## src/rtl/pgdram_pkg.sv

```systemverilog
package pgdram_pkg;

  typedef enum logic [2:0] {
    ST_IDLE,
    ST_ACT,
    ST_REF,
    ST_COL,
    ST_XFER,
    ST_LATE
  } seq_state_t;

  // indices of the strobe events whose age is tracked
  localparam int EV_RASF = 0;
  localparam int EV_RASR = 1;
  localparam int EV_CASF = 2;
  localparam int EV_OEF  = 3;
  localparam int EV_NUM  = 4;

  function automatic int ns_to_cyc(input int ns, input int clk_ns);
    return (ns + clk_ns - 1) / clk_ns;
  endfunction

  function automatic int imax(input int a, input int b);
    return (a > b) ? a : b;
  endfunction

endpackage

```

## src/rtl/pgdram_since.sv

```systemverilog
module pgdram_since #(
  parameter int W = 4
) (
  input  logic         clk,
  input  logic         rst,
  input  logic         clr,
  output logic [W-1:0] cnt
);
  // saturating count of edges since the last clear; saturated after reset
  always_ff @(posedge clk) begin
    if (rst)              cnt <= '1;
    else if (clr)         cnt <= '0;
    else if (cnt != '1)   cnt <= cnt + 1'b1;
  end
endmodule

```

## src/rtl/pgdram_ref_timer.sv

```systemverilog
module pgdram_ref_timer #(
  parameter int PERIOD = 3125
) (
  input  logic clk,
  input  logic rst,
  output logic tick
);
  localparam int W = $clog2(PERIOD + 1);

  logic [W-1:0] cnt;

  always_ff @(posedge clk) begin
    if (rst) begin
      cnt  <= '0;
      tick <= 1'b0;
    end else if (cnt == W'(PERIOD - 1)) begin
      cnt  <= '0;
      tick <= 1'b1;
    end else begin
      cnt  <= cnt + 1'b1;
      tick <= 1'b0;
    end
  end
endmodule

```

## src/rtl/pgdram_seq.sv

```systemverilog
module pgdram_seq
  import pgdram_pkg::*;
#(
  parameter int CLK_NS        = 10,
  parameter int HALF_W        = 8,
  parameter int DATA_W        = 16,
  parameter int T_RC_NS       = 110,
  parameter int T_RAC_NS      = 60,
  parameter int T_CAC_NS      = 15,
  parameter int T_PC_NS       = 35,
  parameter int T_RP_NS       = 40,
  parameter int REF_PERIOD_NS = 8_000_000
) (
  input  logic                  clk,
  input  logic                  rst,
  input  logic                  req_valid,
  input  logic                  req_write,
  input  logic                  req_late_oe,
  input  logic [2*HALF_W-1:0]   req_addr,
  input  logic [DATA_W-1:0]     req_wdata,
  output logic                  req_ready,
  output logic                  rsp_done,
  output logic [DATA_W-1:0]     rsp_rdata,
  output logic                  ras_n,
  output logic                  cas_n,
  output logic                  we_n,
  output logic                  oe_n,
  output logic [HALF_W-1:0]     dram_addr,
  output logic [DATA_W-1:0]     dq_wr,
  output logic                  dq_wr_en,
  input  logic [DATA_W-1:0]     dq_rd
);
  localparam int AW     = 2 * HALF_W;
  localparam int ROWS   = 1 << HALF_W;
  localparam int C_RC   = ns_to_cyc(T_RC_NS, CLK_NS);
  localparam int C_RAC  = ns_to_cyc(T_RAC_NS, CLK_NS);
  localparam int C_CAC  = ns_to_cyc(T_CAC_NS, CLK_NS);
  localparam int C_PC   = ns_to_cyc(T_PC_NS, CLK_NS);
  localparam int C_RP   = ns_to_cyc(T_RP_NS, CLK_NS);
  localparam int C_RAS  = (C_RC > C_RP + 1) ? (C_RC - C_RP) : 1;
  localparam int C_REFI = imax(1, REF_PERIOD_NS / ROWS / CLK_NS);
  localparam int C_MAX  = imax(imax(imax(C_RC, C_RAC), imax(C_CAC, C_PC)), C_RP);
  localparam int CNT_W  = $clog2(C_MAX + 1);

  // ---------------- state ----------------
  seq_state_t          st, st_d;
  logic                row_open, open_d;
  logic [HALF_W-1:0]   open_row, orow_d;
  logic [HALF_W-1:0]   ref_row, rref_d;
  logic                ref_pend, pend_clr;
  logic                tgt_ref, tref_d;
  logic                cur_w, cw_d;
  logic                cur_late, cl_d;
  logic [AW-1:0]       cur_addr, ca_d;
  logic [DATA_W-1:0]   cur_data, cdat_d;

  logic                ras_d, cas_d, we_d, oe_d, wen_d, done_d;
  logic [HALF_W-1:0]   addr_d;
  logic [DATA_W-1:0]   dq_d, rdata_d;

  logic                ref_tick;
  logic [EV_NUM-1:0]   ev_clr;
  logic [CNT_W-1:0]    ev_cnt [EV_NUM];

  // ---------------- event age counters ----------------
  assign ev_clr[EV_RASF] = ras_n & ~ras_d;
  assign ev_clr[EV_RASR] = ~ras_n & ras_d;
  assign ev_clr[EV_CASF] = cas_n & ~cas_d;
  assign ev_clr[EV_OEF]  = oe_n & ~oe_d;

  for (genvar g = 0; g < EV_NUM; g++) begin : g_age
    pgdram_since #(.W(CNT_W)) u_age (
      .clk (clk),
      .rst (rst),
      .clr (ev_clr[g]),
      .cnt (ev_cnt[g])
    );
  end

  pgdram_ref_timer #(.PERIOD(C_REFI)) u_ref_timer (
    .clk  (clk),
    .rst  (rst),
    .tick (ref_tick)
  );

  // an event at the coming edge is legal when the age is at least C-1
  logic rc_ok, rp_ok, pc_ok, rac_ok, cac_ok, oe_ok, ras_ok;
  assign rc_ok  = int'(ev_cnt[EV_RASF]) >= C_RC  - 1;
  assign rac_ok = int'(ev_cnt[EV_RASF]) >= C_RAC - 1;
  assign ras_ok = int'(ev_cnt[EV_RASF]) >= C_RAS - 1;
  assign rp_ok  = int'(ev_cnt[EV_RASR]) >= C_RP  - 1;
  assign pc_ok  = int'(ev_cnt[EV_CASF]) >= C_PC  - 1;
  assign cac_ok = int'(ev_cnt[EV_CASF]) >= C_CAC - 1;
  assign oe_ok  = int'(ev_cnt[EV_OEF])  >= C_CAC - 1;

  assign req_ready = (st == ST_IDLE) && !ref_pend;

  // ---------------- next-state logic ----------------
  always_comb begin
    st_d     = st;
    ras_d    = ras_n;
    cas_d    = cas_n;
    we_d     = we_n;
    oe_d     = oe_n;
    addr_d   = dram_addr;
    dq_d     = dq_wr;
    wen_d    = dq_wr_en;
    done_d   = 1'b0;
    rdata_d  = rsp_rdata;
    open_d   = row_open;
    orow_d   = open_row;
    rref_d   = ref_row;
    tref_d   = tgt_ref;
    cw_d     = cur_w;
    cl_d     = cur_late;
    ca_d     = cur_addr;
    cdat_d   = cur_data;
    pend_clr = 1'b0;

    unique case (st)
      ST_IDLE: begin
        if (ref_pend) begin
          tref_d = 1'b1;
          st_d   = ST_ACT;
          if (row_open) begin
            ras_d  = 1'b1;
            open_d = 1'b0;
          end
        end else if (req_valid) begin
          cw_d   = req_write;
          cl_d   = req_late_oe;
          ca_d   = req_addr;
          cdat_d = req_wdata;
          tref_d = 1'b0;
          if (row_open && (req_addr[AW-1:HALF_W] == open_row)) begin
            st_d = ST_COL;
            if (req_write) begin
              we_d  = 1'b0;
              wen_d = 1'b1;
              dq_d  = req_wdata;
            end else if (!req_late_oe) begin
              oe_d = 1'b0;
            end
          end else begin
            st_d = ST_ACT;
            if (row_open) begin
              ras_d  = 1'b1;
              open_d = 1'b0;
            end
          end
        end
      end

      ST_ACT: begin
        if (rp_ok && rc_ok) begin
          ras_d = 1'b0;
          if (tgt_ref) begin
            addr_d   = ref_row;
            pend_clr = 1'b1;
            st_d     = ST_REF;
          end else begin
            addr_d = cur_addr[AW-1:HALF_W];
            open_d = 1'b1;
            orow_d = cur_addr[AW-1:HALF_W];
            st_d   = ST_COL;
            if (cur_w) begin
              we_d  = 1'b0;
              wen_d = 1'b1;
              dq_d  = cur_data;
            end else if (!cur_late) begin
              oe_d = 1'b0;
            end
          end
        end
      end

      ST_REF: begin
        if (ras_ok) begin
          ras_d  = 1'b1;
          rref_d = ref_row + 1'b1;
          st_d   = ST_IDLE;
        end
      end

      ST_COL: begin
        if (pc_ok) begin
          cas_d  = 1'b0;
          addr_d = cur_addr[HALF_W-1:0];
          st_d   = ST_XFER;
        end
      end

      ST_XFER: begin
        if (cur_w) begin
          if (cac_ok) begin
            cas_d  = 1'b1;
            we_d   = 1'b1;
            wen_d  = 1'b0;
            done_d = 1'b1;
            st_d   = ST_IDLE;
          end
        end else if (cur_late) begin
          oe_d = 1'b0;
          st_d = ST_LATE;
        end else if (rac_ok && cac_ok) begin
          rdata_d = dq_rd;
          cas_d   = 1'b1;
          oe_d    = 1'b1;
          done_d  = 1'b1;
          st_d    = ST_IDLE;
        end
      end

      ST_LATE: begin
        if (rac_ok && oe_ok) begin
          rdata_d = dq_rd;
          cas_d   = 1'b1;
          oe_d    = 1'b1;
          done_d  = 1'b1;
          st_d    = ST_IDLE;
        end
      end

      default: st_d = ST_IDLE;
    endcase
  end

  // ---------------- registers ----------------
  always_ff @(posedge clk) begin
    if (rst) begin
      st        <= ST_IDLE;
      ras_n     <= 1'b1;
      cas_n     <= 1'b1;
      we_n      <= 1'b1;
      oe_n      <= 1'b1;
      dram_addr <= '0;
      dq_wr     <= '0;
      dq_wr_en  <= 1'b0;
      rsp_done  <= 1'b0;
      rsp_rdata <= '0;
      row_open  <= 1'b0;
      open_row  <= '0;
      ref_row   <= '0;
      ref_pend  <= 1'b0;
      tgt_ref   <= 1'b0;
      cur_w     <= 1'b0;
      cur_late  <= 1'b0;
      cur_addr  <= '0;
      cur_data  <= '0;
    end else begin
      st        <= st_d;
      ras_n     <= ras_d;
      cas_n     <= cas_d;
      we_n      <= we_d;
      oe_n      <= oe_d;
      dram_addr <= addr_d;
      dq_wr     <= dq_d;
      dq_wr_en  <= wen_d;
      rsp_done  <= done_d;
      rsp_rdata <= rdata_d;
      row_open  <= open_d;
      open_row  <= orow_d;
      ref_row   <= rref_d;
      tgt_ref   <= tref_d;
      cur_w     <= cw_d;
      cur_late  <= cl_d;
      cur_addr  <= ca_d;
      cur_data  <= cdat_d;
      if (ref_tick)      ref_pend <= 1'b1;
      else if (pend_clr) ref_pend <= 1'b0;
    end
  end

endmodule

```

## config.mk

```make
export PLATFORM = sky130hd
export DESIGN_NAME = pgdram_seq
export DESIGN_NICKNAME = d
export VERILOG_FILES = /design/src/rtl/pgdram_pkg.sv /design/src/rtl/pgdram_since.sv /design/src/rtl/pgdram_ref_timer.sv /design/src/rtl/pgdram_seq.sv
export SDC_FILE = /design/constraint.sdc
export NUM_CORES = 1
export LEC_CHECK = 0
export BUFFER_PORTS_ARGS = -buffer_cell sky130_fd_sc_hd__buf_2
export CAP_MARGIN = 20
export CORE_ASPECT_RATIO = 1.4
export CORE_MARGIN = 2
export CORE_UTILIZATION = 57
export DETAILED_ROUTE_END_ITERATION = 6
export PLACE_DENSITY = 0.8
export REMOVE_ABC_BUFFERS = 1
export SLEW_MARGIN = 20
export SYNTH_ARGS = -nofsm -noshare
export SYNTH_HDL_FRONTEND = slang
export SYNTH_SLANG_ARGS = --single-unit
```

## constraint.sdc

```tcl
create_clock -name clk -period 2.6 [get_ports clk]
set_input_delay 0.52 -clock clk [delete_from_list [all_inputs] [get_ports clk]]
set_output_delay 0.52 -clock clk [all_outputs]
set_load 0.02 [all_outputs]
```

Yosys cells after proc, flatten, opt, wreduce, memory -nomap -nowiden
Cells that the tools add are included.

Add/subtract/negate cells: 6. Magnitude comparators: 7. Equal/unequal tests: 30. Mux-type cells: 106. Bitwise logic cells: 10. Reductions and logical operators: 28.

Operators by type and width (number): $mux 16 (11); $pmux 16 s2 (2); $mux 1 (62); $mux 4 (8); $mux 3 (10); $ne 2x2->1 const B (14); $mux 8 (3); $ne 4x4->1 const B (5); $pmux 3 s6 (1); $reduce_bool 2->1 (9); $add 4x1->4 const B (4); $pmux 8 s2 (1); $add 12x1->12 const B (1); $eq 12x12->1 const B (1); $pmux 1 s3 (4); $reduce_and 10->1 (1); $reduce_and 5->1 (2); $ne 3x3->1 const B (3); $reduce_and 3->1 (3); $add 8x1->8 const B (1); $eq 8x8->1 (1); $ge 4x1->1 const B (2); $ge 4x2->1 const B (2); $ge 4x3->1 const B (2); 18 further kinds (34).

Flip-flop bits (word level): 131. Input port bits: 53. Output and inout bits: 47. Logic and storage cells: 212.

Longest topological paths before layout
Depth in word-level cells: 9. Mapped depth: 9.

Hierarchy
A second synthesis with hierarchy kept.

Cell total of the unflattened synthesis: 656. Area total of the unflattened synthesis: 5930.7 µm².

Modules (own cells, without submodules): pgdram_seq (instances 1, cells an instance 523, area each 4595.7 µm²); pgdram_since (instances 4, cells an instance 17, area each 185.2 µm²); pgdram_ref_timer (instances 1, cells an instance 65, area each 594.3 µm²).

Worst setup path before layout
OpenSTA, ideal clock, no wires.

Kind: reg2reg. Start point: register g_age[3].u_age.cnt[1]. End point: register rsp_rdata[10]. Library setup time: 0.128 ns. Arrival time: 1.794 ns. Required time: 2.472 ns. Slack: 0.678 ns. Cell stages (with the launch flop): 10. Clock period less this slack: 1.922 ns. Cells stage by stage: dfxtp_1 inv_1 ha_1 or4b_4 a22oi_2 nor3_1 buf_6 buf_12 mux2i_1 nor2_1.

Cells in the longest elaborated chain, start to end: 4.

RTL lines: from (decl) (RTL line pgdram_since.sv:7) `output logic [W-1:0] cnt`; from (signal assigned) (RTL line pgdram_since.sv:13) `else if (cnt != '1) cnt <= cnt + 1'b1;`; $ge 4x1->1 (RTL line pgdram_seq.sv:94) `assign oe_ok = int'(ev_cnt[EV_OEF]) >= C_CAC - 1;`; $logic_and 1x1->1 (RTL line pgdram_seq.sv:215) `if (rac_ok && oe_ok) begin`; $ne 2x2->1 (no source line); $reduce_and 5->1 (no source line); to (signal assigned) (RTL line pgdram_seq.sv:260) `rsp_rdata <= rdata_d;`; to (decl) (RTL line pgdram_seq.sv:23) `output logic [DATA_W-1:0] rsp_rdata,`.

Every way passes these cells. A chain may end at the register's enable or synchronous reset.

Final worst setup path
Start point: register g_age[0].u_age.cnt[0]. End point: register dq_wr[2].

Cells in the longest elaborated chain, start to end: 4.

RTL lines: from (decl) (RTL line pgdram_since.sv:7); from (signal assigned) (RTL line pgdram_since.sv:13); $ge 4x4->1 (RTL line pgdram_seq.sv:88) `assign rc_ok = int'(ev_cnt[EV_RASF]) >= C_RC - 1;`; $logic_and 1x1->1 (RTL line pgdram_seq.sv:155) `if (rp_ok && rc_ok) begin`; $ne 2x2->1 (no source line); $reduce_and 8->1 (no source line); to (signal assigned) (RTL line pgdram_seq.sv:257) `dq_wr <= dq_d;`; to (decl) (RTL line pgdram_seq.sv:29) `output logic [DATA_W-1:0] dq_wr,`.

Every way passes these cells.

==> metrics.txt <==
sequential power share=0.337; Psw=2.60 mW; Final WS setup=0.261 ns; ys flop type=dfxtp_1; Worst Path Max Fanout=18; end of the worst register-to-register path=dq_wr[2]; dpl cells=955; placed cell area=6840 µm²; Sw Ratio=0.331; WHS Endpoint=rsp_rdata[7]; DRT iter0 DRCs=284; CTS buffer count=17; detailed-route wire length=15.8 mm; post-synthesis cell area=6240 µm²; root buffer cell=clkbuf_16; internal power=5.25 mW; CTS tree=yes; outcome=complete, no violations; Final Hold Vio Count=0; unrepaired setup endpoints after global routing=false; # resized after CTS=0; Synth area leader=dfxtp_1; CTS sink cnt=131; gr ovfl total=0; # DRC=0; initial core utilization=0.580; worst flop-to-flop path startpoint=g_age[0].u_age.cnt[0]; total of max-cap violations=0; FP Rows=45; hold path startpoint=dq_rd[7]; worst r2r path cells=8; Tot GR Track Use=0.268; Required @ worst endpoint=2.87 ns; Place WS=0.270 ns; commonest non-fill, non-tap cell in the layout=dfxtp_1; Clock Skews=0.00588 ns; vias in the first global route=5647; Worst Setup Path Type=register to register; fraction of layout instances using a drive strength above 1=0.219; Yosys top cell area share=0.420; final net count=900; H-tree levels=4; first-pass GRT wire length=25.7 mm; number of routed nets with antenna violations=0; max_slew headroom=0.352; setup repair bufs after CTS=0; Comb pwr share=0.300; Leakage Power=3.22 nW; period utilization=0.900; synthesis-stage register bit count=131; Hold Crit Class=primary input to register; Mapped Cells=742; cell area after layout=7550 µm²; # port buffers=99; final setup fails=0; Final Non-Filler Cells=988; post-synthesis sequential area ratio=0.420; via count=5697; Worst EP arrival=2.61 ns; Startpoint Class=register; wire length per cell=16.0 µm; yosys warns=0; Netlist cell types=63; Placer Congestion=0.875; clock-pin slew on the worst setup and hold paths=0.06 ns; Synth Area per Inst=8.41 µm²; min cycle time layout=2.34 ns; initial antenna violation count=1; Clock Latency Late Sink=0.42 ns; Power Dens Cells=1040 nW/µm²; Slew Limit Fails=0; Worst-Margin Slew=0.969 ns; Max Fclk=428 MHz; hold path cells=3; I/O pin count=100; Post-CTS Hold Fix Bufs=0; Clock Power Share=0.363; core area=10800 µm²; Vias/cell=5.77; die span in x=92.4 µm; Setup crit end kind=register; r2r setup slk=0.26 ns; most frequent cells in the layout=dfxtp_1 (131), nand2_1 (121), buf_2 (99), nor2_1 (90), a21oi_1 (70); asr flop ratio synth=0; WHS=0.339 ns; DRT Pass-1 Iters=5; die extent in y=128 µm; die footprint=11800 µm²; Peak supply drop=0.000658 V; hpwl dp=10.6 mm; EDFF count, synth=0; synth-to-layout area growth=21.0%; CTS Buffer Depth=2; largest net degree at the start of global routing=77; top post-synthesis cells by area=dfxtp_1 (42%), mux2i_1 (8.8%), nand2_1 (7.3%)
[cell type report]
type,count,area [µm²]
antenna,1,2.50
sequential,131,2620
clock inverter,13,254
inverter,17,63.8
timing repair buffer,117,656
multi-input combinational,549,3330
fill,829,3200
tap,141,176
clock buffer,19,453
[worst max path at each step]
stage | cells past startpoint | to | start
6_report | 8 | dq_wr[2] | g_age[0].u_age.cnt[0]
2_1_floorplan | 5 | open_row[0] | st[0]
5_1_grt | 8 | dq_wr[6] | g_age[0].u_age.cnt[0]
3_5_place_dp | 8 | dq_wr[2] | g_age[0].u_age.cnt[0]
3_3_place_gp | 8 | dq_wr_en | g_age[0].u_age.cnt[0]
4_1_cts | 8 | dq_wr[2] | g_age[0].u_age.cnt[0]
[worst max-delay path, stage by stage (launching register included)]
cell     delay [ns]
dfxtp_1        0.42
inv_1          0.09
ha_1           0.21
o31a_1         0.28
and3_1         0.22
buf_4          0.21
nand2_1        0.09
a21o_1         0.49
o21ai_0        0.19
[layer usage]
metal,track usage,share of wire
met1,0.299,0.38
met2,0.493,0.54
met3,0.0488,0.047
met4,0.113,0.032
met5,0,0
[Yosys cell counts, types with 8 or more instances]
master,count
dfxtp_1,131
nand2_1,121
nor2_1,90
a21oi_1,70
mux2i_1,55
clkbuf_1,26
o21ai_0,22
xor2_1,20
nand3_1,19
inv_1,17
or3b_2,17
ha_1,14
o21ai_1,11
o221ai_1,9
and3_1,8
buf_2,8
[per-stage QoR]
stage	util	total power [mW]	TNS, ns
2_1_floorplan	-	4.25	-29.53
3_3_place_gp	0.636	4.86	0
3_5_place_dp	0.636	5.00	0
4_1_cts	0.702	7.85	0
5_1_grt	0.702	8.22	0
6_report	0.702	7.85	0
[state kept, by name, indices dropped and copies added, names as in the netlist, 3 cells and up]
name	flops
open_row	8
dq_wr	16
st	3
ref_row	8
g_age.u_age.cnt	16
cur_data	16
dram_addr	8
u_ref_timer.cnt	12
cur_addr	16
rsp_rdata	16
[cells by family after synthesis]
kind of cell / after synthesis / share of synthesized area
and+or+nand+nor: 312 / 0.240
AOI/OAI and AO/OA: 140 / 0.135
DFF: 131 / 0.420
buffers and inverters: 62 / 0.0487
muxes: 56 / 0.0900
xor gates and xnor gates: 27 / 0.0379
adders and majority gates: 14 / 0.0281
[power by group through the flow]
stage	combinational (mW)	clock [mW]	sequential, mW
finish	2.35	2.85	2.65
global placement	2.21	0	2.65
CTS	2.34	2.86	2.64
detailed placement	2.32	0	2.68
global route	2.58	2.95	2.69
floorplan	1.54	0	2.71
(Power assumes the default switching activity.)
